**config.mk**
```make
export PLATFORM = sky130hd
export DESIGN_NAME = pci_one_phase_target
export DESIGN_NICKNAME = d
export VERILOG_FILES = /design/src/rtl/pci1_pkg.sv /design/src/rtl/pci1_addr_decode.sv /design/src/rtl/pci1_lane_qual.sv /design/src/rtl/pci1_addr_parity.sv /design/src/rtl/pci_one_phase_target.sv
export SDC_FILE = /design/constraint.sdc
export NUM_CORES = 1
export LEC_CHECK = 0
export ABC_AREA = 1
export ABC_CLOCK_PERIOD_IN_PS = 1900
export BUFFER_PORTS_ARGS = -buffer_cell sky130_fd_sc_hd__clkbuf_2
export CAP_MARGIN = 20
export CORE_MARGIN = 2
export CORE_UTILIZATION = 36
export CTS_CLUSTER_SIZE = 10
export DETAILED_ROUTE_END_ITERATION = 8
export PLACE_DENSITY_LB_ADDON = 0.3
export SLEW_MARGIN = 20
export SYNTH_ARGS = -nofsm -noshare
export SYNTH_HDL_FRONTEND = slang
export SYNTH_HIERARCHICAL = 1
export SYNTH_SLANG_ARGS = --single-unit
```
**constraint.sdc**
```tcl
create_clock -name clk -period 1.9 [get_ports clk]
set_clock_uncertainty 0.2 [all_clocks]
set_input_delay 0.19 -clock clk [delete_from_list [all_inputs] [get_ports clk]]
set_output_delay 0.19 -clock clk [all_outputs]
set_load 0.02 [all_outputs]
```
**src/rtl/pci1_pkg.sv**
```systemverilog
`timescale 1ns/1ps
package pci1_pkg;
   localparam logic [1:0] KIND_NONE = 2'd0;
   localparam logic [1:0] KIND_CFG  = 2'd1;
   localparam logic [1:0] KIND_IO   = 2'd2;
   localparam logic [1:0] KIND_MEM  = 2'd3;

   localparam int LANES = 4;

   typedef enum logic [2:0] {
      ST_IDLE, ST_DEC, ST_ACT, ST_XFER, ST_RETRY, ST_IGN
   } tgt_state_e;

   function automatic logic even_par(input logic [31:0] d, input logic [3:0] c);
      return ^{d, c};
   endfunction
endpackage

```
**src/rtl/pci1_addr_decode.sv**
```systemverilog
`timescale 1ns/1ps
module pci1_addr_decode #(
   parameter logic [31:0] IO_BASE  = 32'h0000_0300,
   parameter int          IO_LOG   = 3,
   parameter logic [31:0] MEM_BASE = 32'h8000_0000,
   parameter int          MEM_LOG  = 12,
   parameter int          BK_AW    = 8
) (
   input  logic [31:0] ad,
   input  logic [3:0]  cmd,
   input  logic        idsel,
   output logic [1:0]  kind,
   output logic        is_write
);
   import pci1_pkg::*;

   if (IO_LOG < 2 || IO_LOG > BK_AW) begin : g_bad_io
      $error("IO_LOG must lie between 2 and BK_AW");
   end
   if (MEM_LOG < BK_AW + 2 || MEM_LOG > 31) begin : g_bad_mem
      $error("MEM_LOG must lie between BK_AW+2 and 31");
   end
   if (BK_AW < 8) begin : g_bad_aw
      $error("BK_AW must be at least 8");
   end

   logic io_cmd, mem_cmd, cfg_cmd;
   logic io_in, mem_in, cfg_ok;

   always_comb begin
      io_cmd  = (cmd == 4'b0010) || (cmd == 4'b0011);
      mem_cmd = (cmd == 4'b0110) || (cmd == 4'b0111) || (cmd == 4'b1100)
             || (cmd == 4'b1110) || (cmd == 4'b1111);
      cfg_cmd = (cmd == 4'b1010) || (cmd == 4'b1011);
      io_in   = ad[31:IO_LOG]  == IO_BASE[31:IO_LOG];
      mem_in  = ad[31:MEM_LOG] == MEM_BASE[31:MEM_LOG];
      cfg_ok  = idsel && (ad[10:8] == 3'b000) && (ad[1:0] == 2'b00);
      if (io_cmd && io_in)        kind = KIND_IO;
      else if (mem_cmd && mem_in) kind = KIND_MEM;
      else if (cfg_cmd && cfg_ok) kind = KIND_CFG;
      else                        kind = KIND_NONE;
      is_write = cmd[0];
   end

   logic unused_ad;
   assign unused_ad = ^ad;
endmodule

```
**src/rtl/pci1_lane_qual.sv**
```systemverilog
`timescale 1ns/1ps
module pci1_lane_qual #(
   parameter int IO_LOG = 3,
   parameter int BK_AW  = 8
) (
   input  logic [1:0]       kind,
   input  logic [BK_AW+1:0] ad_lo,
   input  logic [3:0]       be_n,
   input  logic [1:0]       lane_sel,
   input  logic [31:0]      data,
   output logic             effect,
   output logic [BK_AW-1:0] bk_addr,
   output logic [7:0]       wbyte
);
   import pci1_pkg::*;

   logic [1:0]       lane;
   logic [1:0]       cfg_lane;
   logic [BK_AW-1:0] io_off, mem_off, cfg_off;

   always_comb begin
      if (!be_n[0])      cfg_lane = 2'd0;
      else if (!be_n[1]) cfg_lane = 2'd1;
      else if (!be_n[2]) cfg_lane = 2'd2;
      else               cfg_lane = 2'd3;

      io_off = '0;
      io_off[IO_LOG-1:0] = ad_lo[IO_LOG-1:0];
      mem_off = ad_lo[BK_AW+1:2];
      cfg_off = '0;
      cfg_off[7:0] = {ad_lo[7:2], cfg_lane};

      case (kind)
         KIND_IO: begin
            lane    = ad_lo[1:0];
            effect  = !be_n[ad_lo[1:0]];
            bk_addr = io_off;
         end
         KIND_MEM: begin
            lane    = lane_sel;
            effect  = !be_n[lane_sel];
            bk_addr = mem_off;
         end
         KIND_CFG: begin
            lane    = cfg_lane;
            effect  = (be_n != 4'hF);
            bk_addr = cfg_off;
         end
         default: begin
            lane    = 2'd0;
            effect  = 1'b0;
            bk_addr = '0;
         end
      endcase
      wbyte = data[8*lane +: 8];
   end
endmodule

```
**src/rtl/pci1_addr_parity.sv**
```systemverilog
`timescale 1ns/1ps
module pci1_addr_parity (
   input  logic        clk,
   input  logic        rst_n,
   input  logic        addr_phase,
   input  logic [31:0] ad,
   input  logic [3:0]  cbe_n,
   input  logic        par_in,
   input  logic        serr_en,
   input  logic        perr_resp,
   output logic        serr_n
);
   import pci1_pkg::*;

   logic pending, exp_par;

   always_ff @(posedge clk or negedge rst_n) begin
      if (!rst_n) begin
         pending <= 1'b0;
         exp_par <= 1'b0;
         serr_n  <= 1'b1;
      end else begin
         pending <= addr_phase;
         if (addr_phase) exp_par <= even_par(ad, cbe_n);
         serr_n <= !(pending && (par_in != exp_par) && serr_en && perr_resp);
      end
   end

   // SERR# is a single-clock pulse
   p_serr_one_clk_r6: assert property (@(posedge clk) disable iff (!rst_n)
      !serr_n |=> serr_n);
   // SERR# only with both command bits set
   p_serr_gated_r6: assert property (@(posedge clk) disable iff (!rst_n)
      !serr_n |-> $past(serr_en && perr_resp));
endmodule

```
**src/rtl/pci_one_phase_target.sv**
```systemverilog
`timescale 1ns/1ps
module pci_one_phase_target #(
   parameter logic [31:0] IO_BASE  = 32'h0000_0300,
   parameter int          IO_LOG   = 3,
   parameter logic [31:0] MEM_BASE = 32'h8000_0000,
   parameter int          MEM_LOG  = 12,
   parameter int          BK_AW    = 8
) (
   input  logic             clk,
   input  logic             rst_n,
   input  logic             frame_n,
   input  logic             irdy_n,
   input  logic             idsel,
   input  logic [3:0]       cbe_n,
   input  logic [31:0]      ad_in,
   input  logic             par_in,
   input  logic             busy_load,
   input  logic             cmd_serr_en,
   input  logic             cmd_perr_resp,
   input  logic [1:0]       lane_sel,
   output logic [31:0]      ad_out,
   output logic             ad_oe,
   output logic             par_out,
   output logic             par_oe,
   output logic             devsel_n,
   output logic             trdy_n,
   output logic             stop_n,
   output logic             serr_n,
   output logic             bk_req,
   output logic             bk_write,
   output logic [1:0]       bk_kind,
   output logic [BK_AW-1:0] bk_addr,
   output logic [7:0]       bk_wdata,
   input  logic [7:0]       bk_rdata
);
   import pci1_pkg::*;

   localparam int ALO = BK_AW + 2;

   tgt_state_e     st;
   logic [1:0]     dec_kind, kind_q;
   logic           dec_wr, wr_q, effect;
   logic [ALO-1:0] ad_q;
   logic [3:0]     be_q;
   logic           addr_phase;

   assign addr_phase = (st == ST_IDLE) && !frame_n;

   pci1_addr_decode #(.IO_BASE(IO_BASE), .IO_LOG(IO_LOG), .MEM_BASE(MEM_BASE),
                      .MEM_LOG(MEM_LOG), .BK_AW(BK_AW)) u_dec (
      .ad(ad_in), .cmd(cbe_n), .idsel(idsel), .kind(dec_kind), .is_write(dec_wr));

   pci1_lane_qual #(.IO_LOG(IO_LOG), .BK_AW(BK_AW)) u_lane (
      .kind(kind_q), .ad_lo(ad_q), .be_n(cbe_n), .lane_sel(lane_sel), .data(ad_in),
      .effect(effect), .bk_addr(bk_addr), .wbyte(bk_wdata));

   pci1_addr_parity u_par (
      .clk(clk), .rst_n(rst_n), .addr_phase(addr_phase), .ad(ad_in), .cbe_n(cbe_n),
      .par_in(par_in), .serr_en(cmd_serr_en), .perr_resp(cmd_perr_resp), .serr_n(serr_n));

   assign bk_req   = (st == ST_ACT) && !irdy_n && !busy_load && effect;
   assign bk_write = wr_q;
   assign bk_kind  = kind_q;

   always_ff @(posedge clk or negedge rst_n) begin
      if (!rst_n) begin
         st       <= ST_IDLE;
         devsel_n <= 1'b1;
         trdy_n   <= 1'b1;
         stop_n   <= 1'b1;
         ad_oe    <= 1'b0;
         ad_out   <= '0;
         par_out  <= 1'b0;
         par_oe   <= 1'b0;
         ad_q     <= '0;
         be_q     <= '0;
         kind_q   <= KIND_NONE;
         wr_q     <= 1'b0;
      end else begin
         par_oe <= 1'b0;
         case (st)
            ST_IDLE: if (!frame_n) begin
               ad_q   <= ad_in[ALO-1:0];
               kind_q <= dec_kind;
               wr_q   <= dec_wr;
               st     <= ST_DEC;
            end
            ST_DEC: if (kind_q != KIND_NONE) begin
               devsel_n <= 1'b0;
               st       <= ST_ACT;
            end else begin
               st <= ST_IGN;
            end
            ST_ACT: if (!irdy_n) begin
               be_q   <= cbe_n;
               stop_n <= 1'b0;
               if (busy_load) begin
                  st <= ST_RETRY;
               end else begin
                  trdy_n <= 1'b0;
                  st     <= ST_XFER;
                  if (!wr_q) begin
                     ad_out <= effect ? {LANES{bk_rdata}} : '0;
                     ad_oe  <= 1'b1;
                  end
               end
            end
            ST_XFER: begin
               devsel_n <= 1'b1;
               trdy_n   <= 1'b1;
               stop_n   <= 1'b1;
               ad_oe    <= 1'b0;
               if (!wr_q) begin
                  par_out <= even_par(ad_out, be_q);
                  par_oe  <= 1'b1;
               end
               st <= ST_IDLE;
            end
            ST_RETRY: begin
               devsel_n <= 1'b1;
               stop_n   <= 1'b1;
               st       <= ST_IDLE;
            end
            ST_IGN: if (frame_n && irdy_n) st <= ST_IDLE;
            default: st <= ST_IDLE;
         endcase
      end
   end

   // medium-speed claim, two edges after the address edge
   p_devsel_medium_r1: assert property (@(posedge clk) disable iff (!rst_n)
      $fell(devsel_n) |-> $past(!frame_n, 2));
   // TRDY# always comes with STOP# and DEVSEL#
   p_disconnect_r2: assert property (@(posedge clk) disable iff (!rst_n)
      !trdy_n |-> (!stop_n && !devsel_n));
   // single data phase
   p_trdy_one_clk_r2: assert property (@(posedge clk) disable iff (!rst_n)
      !trdy_n |=> (trdy_n && stop_n && devsel_n));
   // STOP# without TRDY# only as a busy retry
   p_retry_cause_r3: assert property (@(posedge clk) disable iff (!rst_n)
      $fell(stop_n) && trdy_n |-> $past(busy_load));
   // PAR follows a driven read phase
   p_par_after_read_r9: assert property (@(posedge clk) disable iff (!rst_n)
      par_oe |-> $past(!trdy_n && ad_oe));
endmodule

```
==> results of run 1 <==
==> critical path, cell delays in order, from the launching register on <==
cell	delay (ns)
dfrtp_2	0.46
inv_2	0.09
nand3_1	0.12
nand2_2	0.14
inv_6	0.07
buf_4	0.16
nand3_2	0.05
nand3_1	0.06
nand2_1	0.10
buf_6	0.12
==> worst paths after layout <==
kind / from / endpoint / slack (ns) / depth (start not counted)
max: bk_kind[0] / bk_wdata[7] / -0.16 / 9
min: ad_in[9] / ad_q[9] / 0.02 / 3
max reg2reg: bk_kind[1] / ad_out[30] / 0.32 / 7
min reg2reg: stop_n / stop_n / 0.27 / 2
max in group asynchronous: rst_n / u_par/serr_n / 0.85 / 3
min in group asynchronous: rst_n / ad_q[8] / 0.29 / 3
==> flip-flops by register name, indices dropped and copies added, names as in the netlist, 2 cells and up <==
| name | cells |
|---|---|
| be_q | 4 |
| bk_kind | 2 |
| ad_q | 10 |
| ad_out | 8 |
| st | 3 |
==> per-layer routing <==
layer	vias to the layer above	routed length [µm]
li1	1990	-
met5	-	0
met3	14	660
met4	0	201
met1	1737	4370
met2	155	4750
==> report_power, final <==
part / total, mW / switching (mW) / internal (mW)
combinational: 1.07 / 0.671 / 0.396
clock: 0.567 / 0.271 / 0.296
sequential: 1.10 / 0.143 / 0.960
total: 2.74 / 1.08 / 1.65
==> synthesized netlist by cell type (2+ instances only) <==
library cell / instances
nand2_1: 243
inv_1: 83
nand3_1: 52
dfrtp_1: 33
buf_4: 26
nor2_1: 25
o21ai_0: 21
inv_2: 13
xnor2_1: 12
xor2_1: 10
o21ai_2: 8
a21oi_1: 5
dfstp_2: 4
nand2_2: 4
nand4_1: 4
nor2_2: 4
o211ai_1: 4
nor2_4: 3
o22ai_1: 3
buf_2: 2
buf_6: 2
nand2_4: 2
nand3_2: 2
nor3_1: 2
nor3b_1: 2
==> cells by family (layout without fill, tap and decap cells) <==
logic type / after synthesis / in the layout / share of synthesized area (%)
AND/OR/NAND/NOR: 348 / 350 / 43.21
flip-flops: 37 / 37 / 26.72
XOR/XNOR: 22 / 22 / 5.531
buffers and inverters: 129 / 250 / 17.24
AO/OA/AOI/OAI: 42 / 42 / 7.292
==> through the flow <==
step	hold WS [ns]	utilization (%)	TNS [ns]	power, mW	cells
global route	0.02341	50.81	-2.209	2.974	830
detailed placement	0.07511	43.27	0	2.101	794
CTS	0.003352	48.12	-1.026	2.735	830
floorplan	-0.3056	-	0	1.767	578
global placement	0.06493	43.27	0	2.075	794
finish	0.01580	50.81	-1.288	2.736	830
==> area by class of cell <==
class / count / area, µm²
multi-input cells: 414 / 2200
fillers: 931 / 4588
repair buffers: 146 / 989.7
clock buffers: 8 / 90.09
inverters: 96 / 365.4
flip-flops and latches: 37 / 933.4
well taps: 129 / 161.4
==> timing repair <==
action	4_1_cts	5_1_grt
endpoints found under the setup margin	9	18
buffers inserted	8	1
gates cloned	3	1
hold buffers	17	0
pin swaps	8	27
endpoints found under the hold margin	48	0
gates resized for setup	32	79
==> metrics.cfg, run 1 <==
[placement]
place_congestion = 0.8645
dpl_cell_area_um2 = 4036
port_buffers = 113
hpwl_um = 7412
pre_cts_ws_ns = 0.04028

[clocking]
clk_latency_ns = 0.28
h-tree-depth = 2
cts_sinks = 37
cts_tree = yes
cts.reportedPaths.clkPinSlew_ns = 0.08
cts_buffers = 5
clockBufferDepth = 2
cts_root_buf = clkbuf_8

[worst_setup_path]
cp.required_ns = 1.51
critPathKind = reg -> out
path_max_fanout = 10
worst_setup_path_start_kind = flip-flop
arrival_ns = 1.67
end_kind = output port

[floorplan]
start_util_pct = 37.34
die_width_um = 102.4
io_pins = 114
die_y_um = 102.4
rows = 35
coreArea_um2 = 9328
die-area_um2 = 10480

[job]
maxCapViolCount = 0

[run_status]
status = finished with violations
violations = setup timing

[synth]
ys_async_sr_fraction_pct = 100.0
yosysTopAreaCellShare_pct = 26.19
synthFlopType = dfrtp_1
syn-instance-count = 578
yosysTopAreaCell = nand2_1
synth_edf_count = 0
syn_nets = 633
synth_warnings = 6
synthDistinctLibCells = 34
ys_seq_area_share_pct = 26.72
syn_avg_cell_area_um2 = 6.027
synth_area_um2 = 3483
yosys-top-cells-area = nand2_1 (26%), dfrtp_1 (24%), inv_1 (8.9%)
ys_seq_elements = 37

[timing]
fmax_mhz = 485.3
fin_ws_ns = -0.1606
slew-limit-headroom_pct = 68.09
tightest_slew_ns = 0.4786
rsz0062_at_grt = true
fin_crit_sh_pct = 108.5
final-setup-viol-count = 9
fin_crit_ns = 2.061
slew_viol_final = 0
hold_viol_final = 0

[global_route]
met1_usage_pct = 22.70
grt_max_degree = 38
met2_usage_pct = 33.60
grt_use_total_pct = 18.65
use_met3_pct = 2.736
grt_overflow = 0
busiest_layer = met2
grt_pass1_wl_um = 15660
grt_antenna_before_repair = 0
grt_pass1_vias = 3501

[layout]
syn2layout_area_growth_pct = 36.06
final_nets = 755
layout_common_cells = nand2_1 (233), clkbuf_2 (92), inv_1 (80)
final_common_cell = nand2_1
final_layout_size_suffix_gt1_share_pct = 32.38
diodes = 0
stdcell_area_um2 = 4740

[detailed_routing]
drcViolationCount = 0
drt-initial-drc-count = 203
wl_um = 9982
antenna_left = 0
firstDrtPassIters = 4
vias_per_cell = 4.694
drt-wirelength-per-cell_um = 12.03
vias = 3896

[power]
cellPowerDensity_nw_per_um2 = 577.3
peakVddDrop_mv = 0.3108
p_leak_nw = 2.830

[worst_hold_path]
min_path_type = in -> reg

Note: power is estimated with default switching activity, not from simulation.
==> run 2: changes to the inputs <==
--- a/config.mk
+++ b/config.mk
@@ -6,15 +6,15 @@
 export NUM_CORES = 1
 export LEC_CHECK = 0
 export ABC_AREA = 1
-export ABC_CLOCK_PERIOD_IN_PS = 1900
+export ABC_CLOCK_PERIOD_IN_PS = 1750
 export BUFFER_PORTS_ARGS = -buffer_cell sky130_fd_sc_hd__clkbuf_2
 export CAP_MARGIN = 20
 export CORE_MARGIN = 2
 export CORE_UTILIZATION = 36
 export CTS_CLUSTER_SIZE = 10
 export DETAILED_ROUTE_END_ITERATION = 8
+export HOLD_SLACK_MARGIN = 0.12
 export PLACE_DENSITY_LB_ADDON = 0.3
-export SLEW_MARGIN = 20
 export SYNTH_ARGS = -nofsm -noshare
 export SYNTH_HDL_FRONTEND = slang
 export SYNTH_HIERARCHICAL = 1
==> constraint.sdc (replaced) <==
create_clock -name clk -period 1.75 [get_ports clk]
set_clock_uncertainty 0.2 [all_clocks]
set_input_delay 0.175 -clock clk [delete_from_list [all_inputs] [get_ports clk]]
set_output_delay 0.175 -clock clk [all_outputs]
set_load 0.02 [all_outputs]
==> metrics.cfg, run 2 (synthesis results as in run 1) <==
[run_status]
status = finished with violations  ; unchanged
violations = setup timing  ; unchanged

[clocking]
cts_sinks = 37  ; unchanged
cts_buffers = 5  ; unchanged
clk_latency_ns = 0.29  ; was 0.28 ns
clockBufferDepth = 2  ; unchanged
h-tree-depth = 2  ; unchanged
cts.reportedPaths.clkPinSlew_ns = 0.07  ; was 0.08 ns
cts_root_buf = clkbuf_8  ; unchanged
cts_tree = yes  ; unchanged

[global_route]
grt_pass1_vias = 3660  ; was 3,501
grt_use_total_pct = 19.19  ; was 18.65%
grt_overflow = 0  ; unchanged
grt_antenna_before_repair = 0  ; unchanged
grt_pass1_wl_um = 16040  ; was 15,660 µm
grt_max_degree = 20  ; was 38

[layout]
largest_reg_flops = 10  ; unchanged
stdcell_area_um2 = 4906  ; was 4740 µm²
seqCellArea_um2 = 933.4  ; unchanged
final_nets = 764  ; was 755
diodes = 0  ; unchanged
syn2layout_area_growth_pct = 40.84  ; was 36.06%
largestRegisters = ad_q (10), ad_out (8), be_q (4)  ; unchanged
top_register = ad_q  ; unchanged
nFillCells = 928  ; was 931
multi_input_area_um2 = 2173  ; was 2200 µm²
final_layout_size_suffix_gt1_share_pct = 32.25  ; was 32.38%
layout_common_cells = nand2_1 (233), clkbuf_2 (94), inv_1 (80)  ; was nand2_1 (233), clkbuf_2 (92), inv_1 (80)
final_common_cell = nand2_1  ; unchanged

[worst_setup_path]
crit_path_end = bk_wdata[1]  ; was bk_wdata[7]
rrSetupSlack_ns = 0.19  ; was 0.32 ns
worst_setup_path_start_kind = flip-flop  ; unchanged
end_kind = output port  ; unchanged
rr_worst_depth = 7  ; unchanged
cp.required_ns = 1.37  ; was 1.51 ns
worstReg2RegEnd = ad_out[27]  ; was ad_out[30]
path_max_fanout = 8  ; was 10
arrival_ns = 1.67  ; about the same
critPathKind = reg -> out  ; unchanged
rr_startpoint = bk_kind[1]  ; unchanged
crit_start = bk_kind[1]  ; was bk_kind[0]

[job]
maxCapViolCount = 0  ; unchanged

[placement]
place_congestion = 0.9836  ; was 0.8645
dpl_cell_area_um2 = 4106  ; was 4036 µm²
hpwl_um = 7685  ; was 7412 µm
port_buffers = 113  ; unchanged
pre_cts_ws_ns = -0.008747  ; was 0.04028 ns

[power]
cellPowerDensity_nw_per_um2 = 648.2  ; was 577.3 nW/µm²
peakVddDrop_mv = 0.4693  ; was 0.3108 mV
p_leak_nw = 2.891  ; was 2.830 nW
finalPower_mw = 3.180  ; was 2.736 mW

[timing]
rsz0062_at_grt = true  ; unchanged
fin_crit_ns = 2.043
finalSetupTns_ns = -2.871  ; was -1.288 ns
final-setup-viol-count = 16  ; was 9
fin_crit_sh_pct = 116.7
slew-limit-headroom_pct = 65.96  ; was 68.09%
fmax_mhz = 489.5
tightest_slew_ns = 0.5106  ; was 0.4786 ns
slew_viol_final = 0  ; unchanged
fin_ws_ns = -0.2929  ; was -0.1606 ns
hold_viol_final = 0  ; unchanged

[detailed_routing]
drcViolationCount = 0  ; unchanged
vias = 3943  ; was 3,896
firstDrtPassIters = 5  ; was 4
drt-initial-drc-count = 218  ; was 203
vias_per_cell = 4.700  ; was 4.694
wl_um = 10090  ; was 9982 µm
antenna_left = 0  ; unchanged
drt-wirelength-per-cell_um = 12.02  ; was 12.03 µm

[worst_hold_path]
hp-start = ad_in[2]  ; was ad_in[9]
min_path_type = in -> reg  ; unchanged

[floorplan]
die_y_um = 102.4  ; unchanged
start_util_pct = 37.34  ; unchanged
rows = 35  ; unchanged
die-area_um2 = 10480  ; unchanged
coreArea_um2 = 9328  ; unchanged
io_pins = 114  ; unchanged
die_width_um = 102.4  ; unchanged

run 2: cell count changes in the layout (fill, tap and decap cells not counted), sizes merged:
| cell | delta |
|---|---|
| dlygate4sd3 | +12 |
| buf | -3 |
| clkbuf | +3 |
| dlymetal6s4s | -2 |
| bufinv | +1 |
| nand2 | -1 |
| nand3 | -1 |
run 2: final cells by class:
type / instances / share of cell area [%]
clock buffers: 7 / 1.760
clock inverters: 1 / 0.6121
inverters: 96 / 7.396
multi-input cells: 412 / 44.30
flip-flops and latches: 37 / 19.03
well taps: 129 / 3.290
repair buffers: 157 / 23.62
run 2: metrics by stage:
stage / hold WS, ns / util, % / cells
2_1_floorplan: -0.3206 / - / 578
3_3_place_gp: -0.02972 / 44.02 / 800
3_5_place_dp: -0.03136 / 44.02 / 800
4_1_cts: 0.1536 / 49.94 / 834
5_1_grt: 0.1464 / 52.60 / 839
6_report: 0.1353 / 52.60 / 839
run 2: per-layer routing:
metal	wire (µm)	track usage, %
met1	4416	22.81
met5	0	0
met2	4847	34.92
met4	291	7.385
met3	533	2.599
run 2: where the power goes:
part	internal [mW]	total (mW)	switching [mW]	leakage (nW)
Combinational	0.467	1.21	0.745	2.36
Sequential	1.04	1.20	0.157	0.469
Clock	0.465	0.769	0.304	0.0585
run 2: critical path: stages (launching register included):
cell and delay [ns]:
dfrtp_2 0.47, nor2_4 0.16, nand3_4 0.16, clkbuf_16 0.22, nand3_1 0.08, nand3_1 0.08
nand2_2 0.09, buf_8 0.11
run 2: how the worst min path moves through the flow:
stage            endpoint  slack [ns]  cells after the start
3_5_place_dp       par_oe       -0.03                      1
6_report          ad_q[2]        0.14                      4
5_1_grt           ad_q[2]        0.15                      4
3_3_place_gp        ad_oe       -0.03                      1
2_1_floorplan       ad_oe       -0.32                      0
4_1_cts        bk_kind[0]        0.15                      6
run 2: repair_timing:
item,4_1_cts,5_1_grt
resized for setup,47,61
pin swaps,15,21
hold endpoints to repair,63,1
buffers inserted,0,3
endpoints found under the setup margin,16,18
gates cloned,0,1
hold buffers,26,1
==> run 3: changes to the inputs <==
--- a/config.mk
+++ b/config.mk
@@ -5,7 +5,6 @@
 export SDC_FILE = /design/constraint.sdc
 export NUM_CORES = 1
 export LEC_CHECK = 0
-export ABC_AREA = 1
 export ABC_CLOCK_PERIOD_IN_PS = 1750
 export BUFFER_PORTS_ARGS = -buffer_cell sky130_fd_sc_hd__clkbuf_2
 export CAP_MARGIN = 20
@@ -14,6 +13,7 @@
 export CTS_CLUSTER_SIZE = 10
 export DETAILED_ROUTE_END_ITERATION = 8
 export HOLD_SLACK_MARGIN = 0.12
+export MAX_ROUTING_LAYER = met4
 export PLACE_DENSITY_LB_ADDON = 0.3
 export SYNTH_ARGS = -nofsm -noshare
 export SYNTH_HDL_FRONTEND = slang
==> metrics.cfg, run 3 <==
[clocking]
cts_sinks = 37  ; unchanged
clk_latency_ns = 0.29  ; about the same
cts_tree = yes  ; unchanged
cts_root_buf = clkbuf_8  ; unchanged
clockBufferDepth = 2  ; unchanged
cts.reportedPaths.clkPinSlew_ns = 0.07  ; about the same
h-tree-depth = 2  ; unchanged
cts_buffers = 5  ; unchanged

[worst_setup_path]
cp.required_ns = 1.37  ; about the same
arrival_ns = 1.93  ; was 1.67 ns
worst_setup_path_start_kind = flip-flop  ; unchanged
critPathKind = reg -> out  ; unchanged
crit_path_top_delay_cell = dfrtp_2  ; unchanged
crit_path_frequent_cell = mux2i_2  ; was nand3_1
crit_path_max_incr_delay_ns = 0.43  ; was 0.47 ns
path_cells = mux2_4 > a32oi_4 > buf_12 > mux2i_2 > mux2i_2 > clkbuf_2  ; was nor2_4 > nand3_4 > clkbuf_16 > nand3_1 > nand3_1 > nand2_2 > buf_8
end_kind = output port  ; unchanged
path_max_fanout = 16  ; was 8

[timing]
slew-limit-headroom_pct = 68.36  ; was 65.96%
rsz0062_at_grt = true  ; unchanged
fmax_mhz = 433.4  ; was 489.5 MHz
hold_viol_final = 0  ; unchanged
slew_viol_final = 0  ; unchanged
fin_crit_sh_pct = 131.8  ; was 116.7%
fin_crit_ns = 2.307  ; was 2.043 ns
fin_ws_ns = -0.5571  ; was -0.2929 ns
tightest_slew_ns = 0.4747  ; was 0.5106 ns
final-setup-viol-count = 22  ; was 16

[layout]
nFillCells = 649  ; was 928
top_register = ad_q  ; unchanged
final_common_cell = clkbuf_2  ; was nand2_1
final_layout_size_suffix_gt1_share_pct = 54.98  ; was 32.25%
largestRegisters = ad_q (10), ad_out (8), be_q (4)  ; unchanged
largest_reg_flops = 10  ; unchanged
final_nets = 476  ; was 764
syn2layout_area_growth_pct = 51.78  ; was 40.84%
diodes = 0  ; unchanged
layout_common_cells = clkbuf_2 (106), buf_4 (46), xnor2_1 (32)  ; was nand2_1 (233), clkbuf_2 (94), inv_1 (80)

[placement]
hpwl_um = 5866  ; was 7685 µm
place_congestion = 0.9308  ; was 0.9836
pre_cts_ws_ns = -0.2600  ; was -0.008747 ns
port_buffers = 113  ; unchanged

[detailed_routing]
wl_um = 7718  ; was 10,090 µm
drt-initial-drc-count = 115  ; was 218
vias = 2492  ; was 3,943
antenna_left = 0  ; unchanged
drcViolationCount = 0  ; unchanged
firstDrtPassIters = 4  ; was 5
drt-wirelength-per-cell_um = 14.81  ; was 12.02 µm
vias_per_cell = 4.783  ; was 4.700

[synth]
yosysTopAreaCell = dfrtp_1  ; was nand2_1
yosys-top-cells-area = dfrtp_1 (30%), mux2i_1 (14%), xnor2_1 (10%)  ; was nand2_1 (26%), dfrtp_1 (24%), inv_1 (8.9%)
syn-instance-count = 257  ; was 578
synth_edf_count = 0  ; unchanged
synth_warnings = 6  ; unchanged
ys_seq_area_share_pct = 33.59  ; was 26.72%
synthDistinctLibCells = 47  ; was 34
yosysMostFrequentCell = mux2i_1  ; was nand2_1
syn_avg_cell_area_um2 = 10.78  ; was 6.027 µm²
syn_nets = 312  ; was 633
ys_top_cells_by_count = mux2i_1 (39), dfrtp_1 (33), xnor2_1 (32)  ; was nand2_1 (243), inv_1 (83), nand3_1 (52)
ys_seq_elements = 37  ; unchanged
synthFlopType = dfrtp_1  ; unchanged
synth_area_um2 = 2771  ; was 3483 µm²
ys_async_sr_fraction_pct = 100.0  ; unchanged
yosysTopAreaCellShare_pct = 29.80  ; was 26.19%

[global_route]
grt_pass1_wl_um = 12280  ; was 16,040 µm
grt_pass1_vias = 2524  ; was 3,660
grt_antenna_before_repair = 0  ; unchanged
grt_max_degree = 21  ; was 20
grt_overflow = 0  ; unchanged
grt_use_total_pct = 18.71  ; was 19.19%

[floorplan]
die_width_um = 91.74  ; was 102.4 µm
die-area_um2 = 8416  ; was 10,480 µm²
coreArea_um2 = 7370  ; was 9328 µm²
start_util_pct = 37.61  ; was 37.34%
die_y_um = 91.74  ; was 102.4 µm
io_pins = 114  ; unchanged
rows = 31  ; was 35

[power]
peakVddDrop_mv = 0.7103  ; was 0.4693 mV
p_leak_nw = 2.048  ; was 2.891 nW
finalPower_mw = 3.409  ; was 3.180 mW
cellPowerDensity_nw_per_um2 = 810.4  ; was 648.2 nW/µm²

[run_status]
violations = setup timing  ; unchanged
status = finished with violations  ; unchanged

[job]
maxCapViolCount = 0  ; unchanged

[worst_hold_path]
min_path_type = in -> reg  ; unchanged

[run 3: changes by cell type after synthesis, moves of 8 or more]
cell,previous run,this run
o21ai_2,8,0
mux2i_1,0,39
nand3_1,52,3
o21ai_0,21,4
nor2_1,25,4
nor2b_1,0,8
xnor2_1,12,32
nand2_1,243,13
inv_1,83,10
mux2_2,0,21
inv_2,13,0
[run 3: area by class of cell]
| type | instances | area [µm²] | area share (%) |
|---|---|---|---|
| well taps | 99 | 123.9 | 2.945 |
| clock buffers | 6 | 82.58 | 1.963 |
| flip-flops and latches | 37 | 933.4 | 22.19 |
| repair buffers | 191 | 1346 | 32.00 |
| inverters | 10 | 37.54 | 0.8923 |
| clock inverters | 2 | 37.54 | 0.8923 |
| multi-input cells | 176 | 1645 | 39.11 |
[run 3: repair_timing]
item	in CTS	in global routing
buffers inserted	3	2
pin swaps	2	2
cloned	0	2
endpoints found under the hold margin	58	2
hold buffers	24	1
endpoints found under the setup margin	20	42
gates resized for setup	15	18
[run 3: path summary, 6_finish.rpt]
check	slack (ns)	from	end	cells after the start
max	-0.56	bk_kind[0]	bk_wdata[3]	6
min	0.04	irdy_n	trdy_n	4
max reg2reg	-0.11	st[2]	ad_out[29]	4
min reg2reg	0.26	trdy_n	trdy_n	2
max in group asynchronous	0.61	rst_n	trdy_n	3
min in group asynchronous	0.18	rst_n	par_out	2
[run 3: routing by layer]
metal / wire length [µm] / global-route usage, %
met1: 3251 / 22.45
met2: 3902 / 32.97
met3: 433 / 3.122
met4: 130 / 4.353
met5: 0 / -
[run 3: kinds of logic (layout without fill, tap and decap cells)]
logic type / count (synthesis) / count (layout) / share of synthesized area [%]
xor gates and xnor gates: 38 / 38 / 12.51
muxes: 63 / 63 / 24.79
and+or+nand+nor: 53 / 53 / 12.73
DFF: 37 / 37 / 33.59
AOI/OAI and AO/OA: 22 / 22 / 6.276
buffers and inverters: 44 / 209 / 10.11
[run 3: through the flow]
stage / hold WS (ns) / instance area, µm² / TNS (ns) / cells / utilization (%)
floorplan: -0.3206 / 2839 / -3.213 / 257 / -
global route: 0.05350 / 4207 / -8.288 / 521 / 57.08
finish: 0.04134 / 4207 / -6.285 / 521 / 57.08
global placement: -0.05355 / 3690 / -2.800 / 484 / 50.07
detailed placement: -0.04469 / 3690 / -3.076 / 484 / 50.07
CTS: 0.01575 / 4121 / -7.590 / 518 / 55.93
[run 3: critical path, delay by kind of cell, from the launching register on]
kind / cells / cell delay [ns]
DFF: 1 / 0.43
muxes: 3 / 0.67
AOI/OAI and AO/OA: 1 / 0.18
buffers and inverters: 2 / 0.36
[run 3: power breakdown]
group / switching, mW / total (mW) / internal (mW) / leakage [nW]
sequential: 0.180 / 1.24 / 1.06 / 0.431
combinational: 0.631 / 1.39 / 0.763 / 1.56
clock: 0.312 / 0.775 / 0.463 / 0.0574
